<file path="src/rtl/vwq_pkg.sv">
package vwq_pkg;
  localparam int TGT_W  = 4;
  localparam int ADDR_W = 17;
  localparam int DATA_W = 16;
  localparam int AGE_W  = 2;
  localparam logic [AGE_W-1:0] AGE_START = AGE_W'(2);
  localparam logic [TGT_W-1:0] TGT_VRAM  = TGT_W'(1);
  localparam logic [1:0]       MODE_FILL = 2'd2;

  typedef struct packed {
    logic [TGT_W-1:0]  tgt;
    logic [ADDR_W-1:0] addr;
    logic [DATA_W-1:0] data;
    logic              hi_pend;
    logic              lo_pend;
    logic [AGE_W-1:0]  age;
  } entry_t;
endpackage

</file>
<file path="src/rtl/vwq_store.sv">
module vwq_store
  import vwq_pkg::*;
#(
  parameter int DEPTH = 4
) (
  input  logic              clk,
  input  logic              rst,
  input  logic              push,
  input  logic [TGT_W-1:0]  push_tgt,
  input  logic [ADDR_W-1:0] push_addr,
  input  logic [DATA_W-1:0] push_data,
  input  logic              advance,
  input  logic              clr_lower,
  input  logic              tick,
  output entry_t            head,
  output entry_t            second,
  output logic              full,
  output logic              empty
);
  localparam int CNT_W = $clog2(DEPTH + 1);

  entry_t q   [DEPTH];
  entry_t sh  [DEPTH];
  entry_t nq  [DEPTH];
  logic [DEPTH-1:0] occ;
  logic [CNT_W-1:0] cnt, cnt_post;

  always_comb begin
    cnt = '0;
    for (int i = 0; i < DEPTH; i++) cnt = cnt + CNT_W'(occ[i]);
  end
  assign cnt_post = cnt - CNT_W'(advance);

  for (genvar gi = 0; gi < DEPTH; gi++) begin : g_slot
    assign occ[gi] = q[gi].hi_pend | q[gi].lo_pend;
    if (gi == DEPTH - 1) begin : g_last
      assign sh[gi] = '0;
    end else begin : g_mid
      assign sh[gi] = q[gi+1];
    end

    always_comb begin
      entry_t e;
      e = advance ? sh[gi] : q[gi];
      if (clr_lower && gi == 0) e.lo_pend = 1'b0;
      if (tick && (e.hi_pend | e.lo_pend) && e.age != '0) e.age = e.age - 1'b1;
      if (push && cnt_post == CNT_W'(gi))
        e = '{tgt: push_tgt, addr: push_addr, data: push_data,
              hi_pend: 1'b1, lo_pend: 1'b1, age: AGE_START};
      nq[gi] = e;
    end

    always_ff @(posedge clk) begin
      if (rst) q[gi] <= '0;
      else     q[gi] <= nq[gi];
    end
  end

  assign head   = q[0];
  assign second = q[1];
  assign full   = (cnt == CNT_W'(DEPTH));
  assign empty  = (cnt == '0);

  // the queue never accepts a write with no free entry
  assert_no_overflow_R2: assert property (@(posedge clk) disable iff (rst)
    push |-> !full);

  // after the low byte the same entry stays at the head with only the high byte pending
  assert_low_then_high_R4: assert property (@(posedge clk) disable iff (rst)
    clr_lower |=> (q[0].hi_pend && !q[0].lo_pend && q[0].addr == $past(q[0].addr)));

  // a shift moves the second entry to the head unchanged
  assert_shift_order_R9: assert property (@(posedge clk) disable iff (rst)
    (advance && occ[1]) |=> (q[0].addr == $past(q[1].addr) && q[0].data == $past(q[1].data)));

  // flags never both set
  assert_flags_exclusive_R8: assert property (@(posedge clk) disable iff (rst)
    !(full && empty));
endmodule

</file>
<file path="src/rtl/vwq_retire.sv">
module vwq_retire
  import vwq_pkg::*;
(
  input  entry_t      head,
  input  logic        slot_en,
  input  logic        vram_word_mode,
  input  logic        dma_active,
  input  logic        dma_preload_busy,
  output logic        wr_en,
  output logic [1:0]  wr_byte_en,
  output logic        clr_lower,
  output logic        advance
);
  logic occupied, aged, blocked, split;

  assign occupied = head.hi_pend | head.lo_pend;
  assign aged     = (head.age == '0);
  assign blocked  = dma_active & dma_preload_busy;
  assign split    = (head.tgt == TGT_VRAM) & ~vram_word_mode;

  assign wr_en      = occupied & aged & slot_en & ~blocked;
  assign wr_byte_en = split ? (head.lo_pend ? 2'b01 : 2'b10) : 2'b11;
  assign clr_lower  = wr_en & split & head.lo_pend;
  assign advance    = wr_en & ~(split & head.lo_pend);
endmodule

</file>
<file path="src/rtl/vwq_fill.sv">
module vwq_fill
  import vwq_pkg::*;
(
  input  logic              clk,
  input  logic              rst,
  input  entry_t            head,
  input  entry_t            second,
  input  logic              advance,
  input  logic              cmd_pending,
  input  logic [1:0]        dma_mode,
  output logic              fill_load,
  output logic [DATA_W-1:0] fill_word
);
  assign fill_load = advance & cmd_pending & (dma_mode == MODE_FILL);
  assign fill_word = (head.tgt == TGT_VRAM) ? head.data : second.data;

  // a fill word is only delivered when a pending fill is present
  assert_fill_gate_R7: assert property (@(posedge clk) disable iff (rst)
    fill_load |-> (cmd_pending && dma_mode == MODE_FILL));
endmodule

</file>
<file path="src/rtl/vwq_top.sv">
module vwq_top
  import vwq_pkg::*;
#(
  parameter int DEPTH = 4
) (
  input  logic              clk,
  input  logic              rst,
  input  logic              in_valid,
  output logic              in_ready,
  input  logic [TGT_W-1:0]  in_target,
  input  logic [ADDR_W-1:0] in_addr,
  input  logic [DATA_W-1:0] in_data,
  input  logic              tick,
  input  logic              slot_en,
  input  logic              vram_word_mode,
  input  logic              dma_active,
  input  logic              dma_preload_busy,
  input  logic              cmd_pending,
  input  logic [1:0]        dma_mode,
  output logic              wr_en,
  output logic [TGT_W-1:0]  wr_target,
  output logic [ADDR_W-1:0] wr_addr,
  output logic [DATA_W-1:0] wr_data,
  output logic [1:0]        wr_byte_en,
  output logic              full,
  output logic              empty,
  output logic              fill_load,
  output logic [DATA_W-1:0] fill_word
);
  entry_t head, second;
  logic   push, advance, clr_lower;

  assign in_ready = ~full;
  assign push     = in_valid & in_ready;

  vwq_store #(.DEPTH(DEPTH)) u_store (
    .clk(clk), .rst(rst), .push(push),
    .push_tgt(in_target), .push_addr(in_addr), .push_data(in_data),
    .advance(advance), .clr_lower(clr_lower), .tick(tick),
    .head(head), .second(second), .full(full), .empty(empty)
  );

  vwq_retire u_retire (
    .head(head), .slot_en(slot_en), .vram_word_mode(vram_word_mode),
    .dma_active(dma_active), .dma_preload_busy(dma_preload_busy),
    .wr_en(wr_en), .wr_byte_en(wr_byte_en),
    .clr_lower(clr_lower), .advance(advance)
  );

  vwq_fill u_fill (
    .clk(clk), .rst(rst), .head(head), .second(second), .advance(advance),
    .cmd_pending(cmd_pending), .dma_mode(dma_mode),
    .fill_load(fill_load), .fill_word(fill_word)
  );

  assign wr_target = head.tgt;
  assign wr_addr   = head.addr;
  assign wr_data   = head.data;

  // the store's head age and the retire decision agree
  assert_age_gate_R3: assert property (@(posedge clk) disable iff (rst)
    wr_en |-> (head.age == '0));

  // no write while the DMA preload holds the queue
  assert_preload_hold_R6: assert property (@(posedge clk) disable iff (rst)
    (dma_active && dma_preload_busy) |-> !wr_en);

  // nothing is written or delivered with an empty queue
  assert_idle_empty_R1: assert property (@(posedge clk) disable iff (rst)
    empty |-> (!wr_en && !fill_load));
endmodule

</file>
<file path="config.mk">
export PLATFORM = sky130hd
export DESIGN_NAME = vwq_top
export DESIGN_NICKNAME = d
export VERILOG_FILES = /design/src/rtl/vwq_pkg.sv /design/src/rtl/vwq_store.sv /design/src/rtl/vwq_retire.sv /design/src/rtl/vwq_fill.sv /design/src/rtl/vwq_top.sv
export SDC_FILE = /design/constraint.sdc
export NUM_CORES = 1
export LEC_CHECK = 0
export BUFFER_PORTS_ARGS = -buffer_cell sky130_fd_sc_hd__buf_2
export CAP_MARGIN = 40
export CORE_MARGIN = 2
export CORE_UTILIZATION = 34
export CTS_CLUSTER_DIAMETER = 150
export DETAILED_ROUTE_END_ITERATION = 6
export PLACE_DENSITY = 0.6
export SLEW_MARGIN = 20
export SYNTH_ARGS = -nofsm -noshare
export SYNTH_HDL_FRONTEND = slang
export SYNTH_SLANG_ARGS = --single-unit
export TNS_END_PERCENT = 1
</file>
<file path="constraint.sdc">
create_clock -name clk -period 7.81 [get_ports clk]
set_input_delay 1.9525 -clock clk [delete_from_list [all_inputs] [get_ports clk]]
set_output_delay 1.9525 -clock clk [all_outputs]
set_load 0.01 [all_outputs]
</file>
=== Yosys cells after proc, flatten, opt, wreduce, memory -nomap -nowiden ===
Memories as Yosys holds them, arrays and structs flattened.
Index checks and enable logic that the tools add are counted.

* Memories: 1
* Memory bits (writable): 164
* Logic and storage cells: 85
* Register bits after elaboration: 0
* Input bits: 48
* Output and inout port bits: 60

{| class="wikitable"
|+ Memory list
! name !! depth !! bits a word !! read ports !! clocked after memory_dff !! wr ports !! line !! text
|-
| u_store.q || 4 || 41 || 4 || 0 || 4 || vwq_store.sv:22 || <nowiki>entry_t q [DEPTH];</nowiki>
|}

* Muxes and demuxes: 23
* Bitwise logic cells: 28
* Add/subtract/negate cells: 8
* Equality and inequality tests: 6
* Reductions and logical operators: 19

{| class="wikitable"
|+ Operator list
! cell !! number
|-
| $mux 41 || 12
|-
| $mux 16 || 1
|-
| $and 1x1->1 || 12
|-
| $logic_and 1x1->1 || 12
|-
| $mux 2 || 6
|-
| $or 1x1->1 || 12
|-
| $reduce_bool 2->1 || 4
|-
| $sub 2x1->2 const B || 4
|-
| $add 3x1->3 || 2
|-
| $eq 3x2->1 const B || 2
|-
| $logic_not 3->1 || 2
|-
| $eq 4x1->1 const B || 1
|-
| $mux 1 || 4
|-
| $not 1->1 || 4
|-
| $eq 3x1->1 const B || 1
|-
| $eq 3x3->1 const B || 1
|-
| $sub 3x1->3 || 1
|-
| $add 1x1->2 || 1
|-
| $eq 2x2->1 const B || 1
|-
| $logic_not 2->1 || 1
|}

=== Longest topological paths before layout ===
Gate-level depths: netlist of the first run.
An unclocked memory read counts as a cell.

* Depth in word-level cells: 14
* Mapped depth: 14

=== Cells and area by module ===
Synthesis of the first run repeated with hierarchy kept, for this count alone.

* Cell total of the unflattened synthesis: 792
* Area, all modules: 7566.0 µm²

{| class="wikitable"
|+ Modules (own cells, without submodules)
! module !! area an instance (µm²) !! instances !! seq. area each (µm²) !! cells an instance
|-
| vwq_store || 7264.5 || 1 || 3283.1 || 762
|-
| vwq_fill || 225.2 || 1 || 0.0 || 19
|-
| vwq_retire || 66.3 || 1 || 0.0 || 9
|-
| vwq_top || 10.0 || 1 || 0.0 || 2
|}

=== Worst setup path before layout of the first run ===
OpenSTA, ideal clock, no wires.

* Kind: in2out
* From: input slot_en
* To: output fill_load
* Data required time: 5.858 ns
* Stages on the path: 5
* Slack: 2.498 ns
* Path buffers: 2
* Data arrival time: 3.360 ns
* Cell sequence: nor3b_1 > o211ai_4 > clkbuf_1 > buf_2 > nor3_1

* Cells in the longest elaborated chain, start to end: 5

{| class="wikitable"
|+ Ends and longest elaborated chain
! item !! line !! text
|-
| start: declaration || vwq_top.sv:14 || <nowiki>input logic slot_en,</nowiki>
|-
| $and 1x1->1 (2 in series) || vwq_retire.sv:21 || <nowiki>assign wr_en = occupied & aged & slot_en & ~blocked;</nowiki>
|-
| $and 1x1->1 || vwq_retire.sv:24 || <nowiki>assign advance = wr_en & ~(split & head.lo_pend);</nowiki>
|-
| $and 1x1->1 (2 in series) || vwq_fill.sv:14 || <nowiki>assign fill_load = advance & cmd_pending & (dma_mode == MODE_FILL);</nowiki>
|-
| end: declaration || vwq_top.sv:27 || <nowiki>output logic fill_load,</nowiki>
|}

Every way passes these cells.

=== Final worst setup path of the first run ===
Ends and elaborated chain as after synthesis.

==> summary.md, run 1 <==
| Metric | Value |
|---|---|
| Hold buffers post-CTS | `0` |
| Outcome | `complete, no violations` |
| Unrepaired setup endpoints after global routing | `no` |
| Critical path endpoint | `fill_load` |
| Ys flop type | `dfxtp_1` |
| Final GP Congestion | `0.785` |
| Pwr Density | `412 nW/µm²` |
| Worst-path clk slew | `0.06 ns` |
| Clock Tree Root | `clkbuf_16` |
| Commonest non-fill, non-tap cell in the layout | `nand2_1` |
| Worst slew pin tran | `0.753 ns` |
| Worst Skew | `0.00642 ns` |
| Die W | `153 µm` |
| Mapped Nets | `1048` |
| Total core area | `21800 µm²` |
| Post-CTS Setup Bufs | `0` |
| Clk_lat worst skew | `0.42 ns` |
| Switching Share | `0.403` |
| Synth area leaders | `dfxtp_1 43%, nand2_1 16%, a311oi_1 13%, nor2_1 5.7%, buf_4 3.7%` |
| Area fraction of the dominant cell type after synthesis | `0.434` |
| RR Endpoint | `u_store.q[1][14]` |
| CP peak stage delay | `0.54 ns` |
| Initial DRC count | `522` |
| Fillers | `2232` |
| P_int | `0.00214 W` |
| R2R setup slack | `3.67 ns` |
| CP Data Arrival Time | `3.26 ns` |
| Pin count of the biggest net entering global routing | `80` |
| Ys Warns | `0` |
| Biggest register | `u_store.q` |
| Vias in the first global route | `6263` |
| CTS HTree Levels | `4` |
| Synthesis-stage register bit count | `164` |
| Vias after detailed routing | `6679` |
| FF-to-FF Start | `u_store.q[0][38]` |
| Sw power | `0.00144 W` |
| Average size of a mapped cell | `7.64 µm²` |
| Fin. Hold Viols | `0` |
| Crit share post-route | `0.668` |
| CTS tree | `built` |
| GRT Total Usage | `0.163` |
| Area Growth Syn to Fin | `14.8%` |
| Initial antenna violation count | `1` |
| Worst Path Class, Setup | `in2out` |
| Setup TNS | `0 ns` |
| # setup viols final | `0` |
| Crit-path slowest cell | `nor3b_1` |
| Nets | `1065` |
| Gate Count Post-Synth | `991` |
| Clk buf depth | `2` |
| Most frequent cells in the layout | `323 x nand2_1, 164 x dfxtp_1, 115 x nor2_1` |
| Io pins | `108` |
| Worst path most repeated cell | `buf_2` |
| Distinct cells, synth | `43` |
| Largest registers | `u_store.q x164` |
| DR pass1 iterations | `4` |
| Max Cap Viol | `0` |
| Slew Limit Headroom | `0.498` |
| Max FO, Critical Path | `11` |
| Row count | `54` |
| Largest area contributor in the netlist | `dfxtp_1` |
| Worst-path cell chain | `buf_2, nor3b_1, o211ai_4, nor3_1, buf_2` |
| Die Footprint | `23500 µm²` |
| Post-route ant nets | `0` |
| Detailed-route DRC error count | `0` |
| Critical Path RT | `5.86 ns` |
| Sequential area share after synthesis | `0.434` |
| PortBufs | `107` |
| Crit start category | `input pin` |
| Post-synth ARST share | `0` |
| Sequential Power Share | `0.323` |
| Largest register FFs | `164` |
| Drt wl/cell | `14.7 µm` |
| CP Capture Type | `output port` |
| Fmax | `192 MHz` |
| Initial Util | `0.347` |
| Worst Hold Class | `reg2reg` |
| Die H | `153 µm` |
| Gr ovfl total | `0` |
| Fin crit period | `5.22 ns` |
| Layout cells sized above 1 | `0.166` |
| VDD IR max | `0.257 mV` |
| CP Launch Point | `slot_en` |
| Ant diodes | `0` |
| Synthesized cell area | `7570 µm²` |
| Worst r2r path cells | `11` |
| Post-layout utilization of the core | `0.398` |
| Pins Over Slew Limit | `0` |
| Post-CTS resize count | `0` |
| Total CTS buffers | `17` |
| Combinational power share | `0.426` |
| # clock sinks | `164` |
| First-pass GRT wire length | `32.1 mm` |
| Clock share of power | `0.251` |
| Post-synth EDFFs | `0` |
| Leak pwr | `3.26 nW` |
| Routed WL | `19.1 mm` |
| Dpl hpwl | `11.7 mm` |
| Vias per cell | `5.13` |
==> worst min path at each step <==
stage	startpoint	endpoint	depth (start not counted)
floorplan	u_store.q[3][10]	u_store.q[3][10]	2
global placement	u_store.q[3][8]	u_store.q[3][8]	2
detailed placement	u_store.q[3][19]	u_store.q[3][19]	2
CTS	u_store.q[3][19]	u_store.q[3][19]	2
global route	u_store.q[3][4]	u_store.q[3][4]	2
finish	u_store.q[3][39]	u_store.q[3][39]	2
==> Yosys cell counts, types with 2 or more instances <==
cell and count:
a31oi_1 5, nand3_1 37, nor2_1 115, nor3_1 3
clkbuf_1 55, or3_1 2, nand2b_1 2, nand3b_1 2
mux2_2 3, nand2_1 323, or3b_2 2, o2111ai_1 4
nor3b_1 3, xnor2_1 3, or2_2 3, buf_4 37
a311oi_1 112, o211ai_1 3, a21oi_1 46, dfxtp_1 164
ha_1 8, mux2i_1 4, inv_1 6, buf_2 26
buf_1 5
==> power by group through the flow <==
stage	combinational, W	sequential (W)	clock (W)
2_1_floorplan	0.00118	0.00114	0
3_3_place_gp	0.00144	0.00117	0
3_5_place_dp	0.00153	0.00117	0
4_1_cts	0.00153	0.00116	0.000919
5_1_grt	0.00174	0.00118	0.000951
6_report	0.00152	0.00116	0.000900
==> cell families after synthesis <==
family                   share of synthesized area
flip-flops                                   0.434
XOR/XNOR                                   0.00347
AO/OA/AOI/OAI                                0.182
buffers and inverters                       0.0871
AND/OR/NAND/NOR                              0.265
adder cells (fa/ha/maj)                     0.0159
multiplexers                                0.0127
==> worst max-delay path: cells and delay by family <==
| kind | cells | cell delay (ns) |
|---|---|---|
| simple gates | 2 | 0.77 |
| compound gates | 1 | 0.30 |
| buf+inv | 2 | 0.23 |
==> per-layer routing <==
metal | wire length [µm] | global-route usage
met1 | 9190 | 0.214
met2 | 9030 | 0.275
met3 | 646 | 0.0292
met5 | 11 | 0
met4 | 242 | 0.0467
==> stage by stage <==
step	std cells	instance area (µm²)	power, W	hold slack (ns)	setup WS [ns]
finish	1301	8690	0.00358	0.466	2.59
global route	1301	8690	0.00387	0.483	2.33
CTS	1299	8640	0.00361	0.467	2.58
detailed placement	1267	8010	0.00270	0.458	2.22
global placement	1263	7920	0.00262	0.453	2.34
floorplan	991	7570	0.00232	0.448	2.50
==> area by class of cell <==
| type | count | area, µm² | share of cell area |
|---|---|---|---|
| multi-input combinational | 697 | 3660 | 0.421 |
| sequential | 164 | 3280 | 0.378 |
| timing repair buffer | 121 | 733 | 0.0844 |
| clock buffer | 20 | 457 | 0.0526 |
| tap | 280 | 350 | 0.0403 |
| clock inverter | 12 | 176 | 0.0203 |
| inverter | 7 | 28.8 | 0.00331 |
Note: power is estimated with default switching activity, not from simulation.
==> run 2, diff against run 1 <==
- PLACE_DENSITY: 0.6 -> 0.62
- clock period: 7.81 -> 4.4 ns (I/O delays scaled with it)
==> run 2 against run 1 <==
Net effect:
- final cell count up 0.54%
- count of clock-buffer cells in the layout down 2
- sequential share of layout area down 0.14 points
- via count up 0.10%
- non-clock buffer count up 6
- largest power group unchanged
- clock power up 71%
- highest routed layer unchanged
- core utilization up 0.14 points
- design area up 0.36%
- global-route usage down 0.095 points
- critical path type is now reg2reg
- die area unchanged
- flip-flop and latch count unchanged
- critical endpoint is now u_store.q[2][23]
- wire length down 1.7%
==> summary.md, run 2 (same netlist as run 1, synthesis figures left out) <==
| Metric | Value |
|---|---|
| Clk_lat worst skew | `0.44 ns` |
| Met3 Usage GRT | `0.0369` |
| Fmax | `263 MHz` |
| Dpl hpwl | `12.0 mm` |
| CTS tree | `built` |
| Worst-path clk slew | `0.07 ns` |
| Crit start category | `flip-flop` |
| Initial Util | `0.347` |
| CP Data Arrival Time | `4.14 ns` |
| Leak pwr | `3.28 nW` |
| Largest registers | `u_store.q x164` |
| Worst Hold Class | `reg2reg` |
| Commonest non-fill, non-tap cell in the layout | `nand2_1` |
| FF-to-FF Start | `u_store.q[1][2]` |
| Setup TNS | `0 ns` |
| Total CTS buffers | `17` |
| Pwr Density | `724 nW/µm²` |
| Post-route ant nets | `0` |
| GRT Total Usage | `0.162` |
| Drt wl/cell | `14.4 µm` |
| M1 GR Usage | `0.214` |
| Vias per cell | `5.11` |
| Clock Tree Root | `clkbuf_16` |
| Area Growth Syn to Fin | `15.2%` |
| Die Footprint | `23500 µm²` |
| Gr ovfl total | `0` |
| DR pass1 iterations | `5` |
| Outcome | `complete, no violations` |
| Worst Path Class, Setup | `reg2reg` |
| Final worst slack | `0.591 ns` |
| Clk buf depth | `2` |
| Unrepaired setup endpoints after global routing | `no` |
| Vias in the first global route | `6301` |
| Initial antenna violation count | `3` |
| Routed WL | `18.8 mm` |
| Initial DRC count | `516` |
| Detailed-route DRC error count | `0` |
| # clock sinks | `164` |
| Final GP Congestion | `0.757` |
| R2R setup slack | `0.59 ns` |
| Layout cells sized above 1 | `0.171` |
| Met2 Use GR | `0.263` |
| Hold buffers post-CTS | `0` |
| # setup viols final | `0` |
| Most frequent cells in the layout | `323 x nand2_1, 164 x dfxtp_1, 115 x nor2_1` |
| RR Endpoint | `u_store.q[2][23]` |
| Post-CTS resize count | `0` |
| Worst Skew | `0.0180 ns` |
| Max FO, Critical Path | `44` |
| Crit share post-route | `0.866` |
| PortBufs | `107` |
| Vias after detailed routing | `6686` |
| Total core area | `21800 µm²` |
| Post-CTS Setup Bufs | `0` |
| Worst slew pin tran | `0.791 ns` |
| Die H | `153 µm` |
| CP Launch Point | `u_store.q[1][2]` |
| Critical Path RT | `4.73 ns` |
| Worst r2r path cells | `12` |
| Row count | `54` |
| Critical path endpoint | `u_store.q[2][23]` |
| Nets | `1071` |
| CP Capture Type | `flip-flop` |
| Biggest register | `u_store.q` |
| Io pins | `108` |
| CTS HTree Levels | `4` |
| Gr busiest metal | `met2` |
| Fin. Hold Viols | `0` |
| VDD IR max | `0.543 mV` |
| Hold_sp | `u_store.q[3][15]` |
| Post-place setup slack | `0.548 ns` |
| Largest register FFs | `164` |
| First-pass GRT wire length | `31.8 mm` |
| Pin count of the biggest net entering global routing | `82` |
| Fin crit period | `3.81 ns` |
| Pins Over Slew Limit | `0` |
| Die W | `153 µm` |
| Slew Limit Headroom | `0.473` |
| Max Cap Viol | `0` |
## run 2: cell types whose count changed in the layout (fill, tap and decap cells not counted), sizes merged
cell      previous run  this run
clkinv               4         8
bufinv               4         3
clkinvlp             2         1
diode                0         1
buf                121       127
clkbuf              20        18
## run 2: through the flow
step,utilization,area [µm²],hold WS [ns],power [W],std cells
global route,0.400,8720,0.484,0.00683,1308
CTS,0.398,8690,0.467,0.00638,1306
finish,0.400,8720,0.465,0.00632,1308
floorplan,-,7570,0.448,0.00412,991
global placement,0.365,7970,0.454,0.00464,1269
detailed placement,0.370,8070,0.458,0.00483,1274
## run 2: layout make-up
cell class                      instances  area (µm²)
Timing Repair Buffer                  127         778
Antenna cell                            1        2.50
Multi-Input combinational cell        697        3660
Fill cell                            2216       13100
Sequential cell                       164        3280
Tap cell                              280         350
Clock buffer                           18         439
Clock inverter                         14         178
Inverter                                7        28.8
## run 2: report_power, final
group | leakage (nW) | switching (W) | total, W | internal (W)
sequential | 1.34 | 0.000191 | 0.00205 | 0.00186
clock | 0.301 | 0.000627 | 0.00154 | 0.000914
combinational | 1.64 | 0.00175 | 0.00273 | 0.000980
## run 2: critical path, cell delays in order (launching register included)
cell and delay (ns):
dfxtp_1 0.33, or2_2 0.31, ha_1 0.32, fa_1 0.60
inv_1 0.06, ha_1 0.20, ha_1 0.20, o211a_1 0.16
o21ai_0 0.41, or3b_4 0.51, buf_12 0.27, nor2_1 0.06
a311oi_1 0.27
## run 2: how the worst min path moves through the flow
stage | to | slack [ns] | depth (start not counted)
6_report | u_store.q[3][15] | 0.47 | 2
5_1_grt | u_store.q[3][18] | 0.48 | 2
4_1_cts | u_store.q[3][7] | 0.47 | 2
3_5_place_dp | u_store.q[3][15] | 0.46 | 2
3_3_place_gp | u_store.q[3][8] | 0.45 | 2
2_1_floorplan | u_store.q[3][10] | 0.45 | 2
## run 2: per-layer routing
metal | share of wire | up-vias
met3 | 0.042 | 19
met4 | 0.012 | 4
met5 | 0.0014 | -
met1 | 0.47 | 3118
met2 | 0.47 | 122
li1 | - | 3423
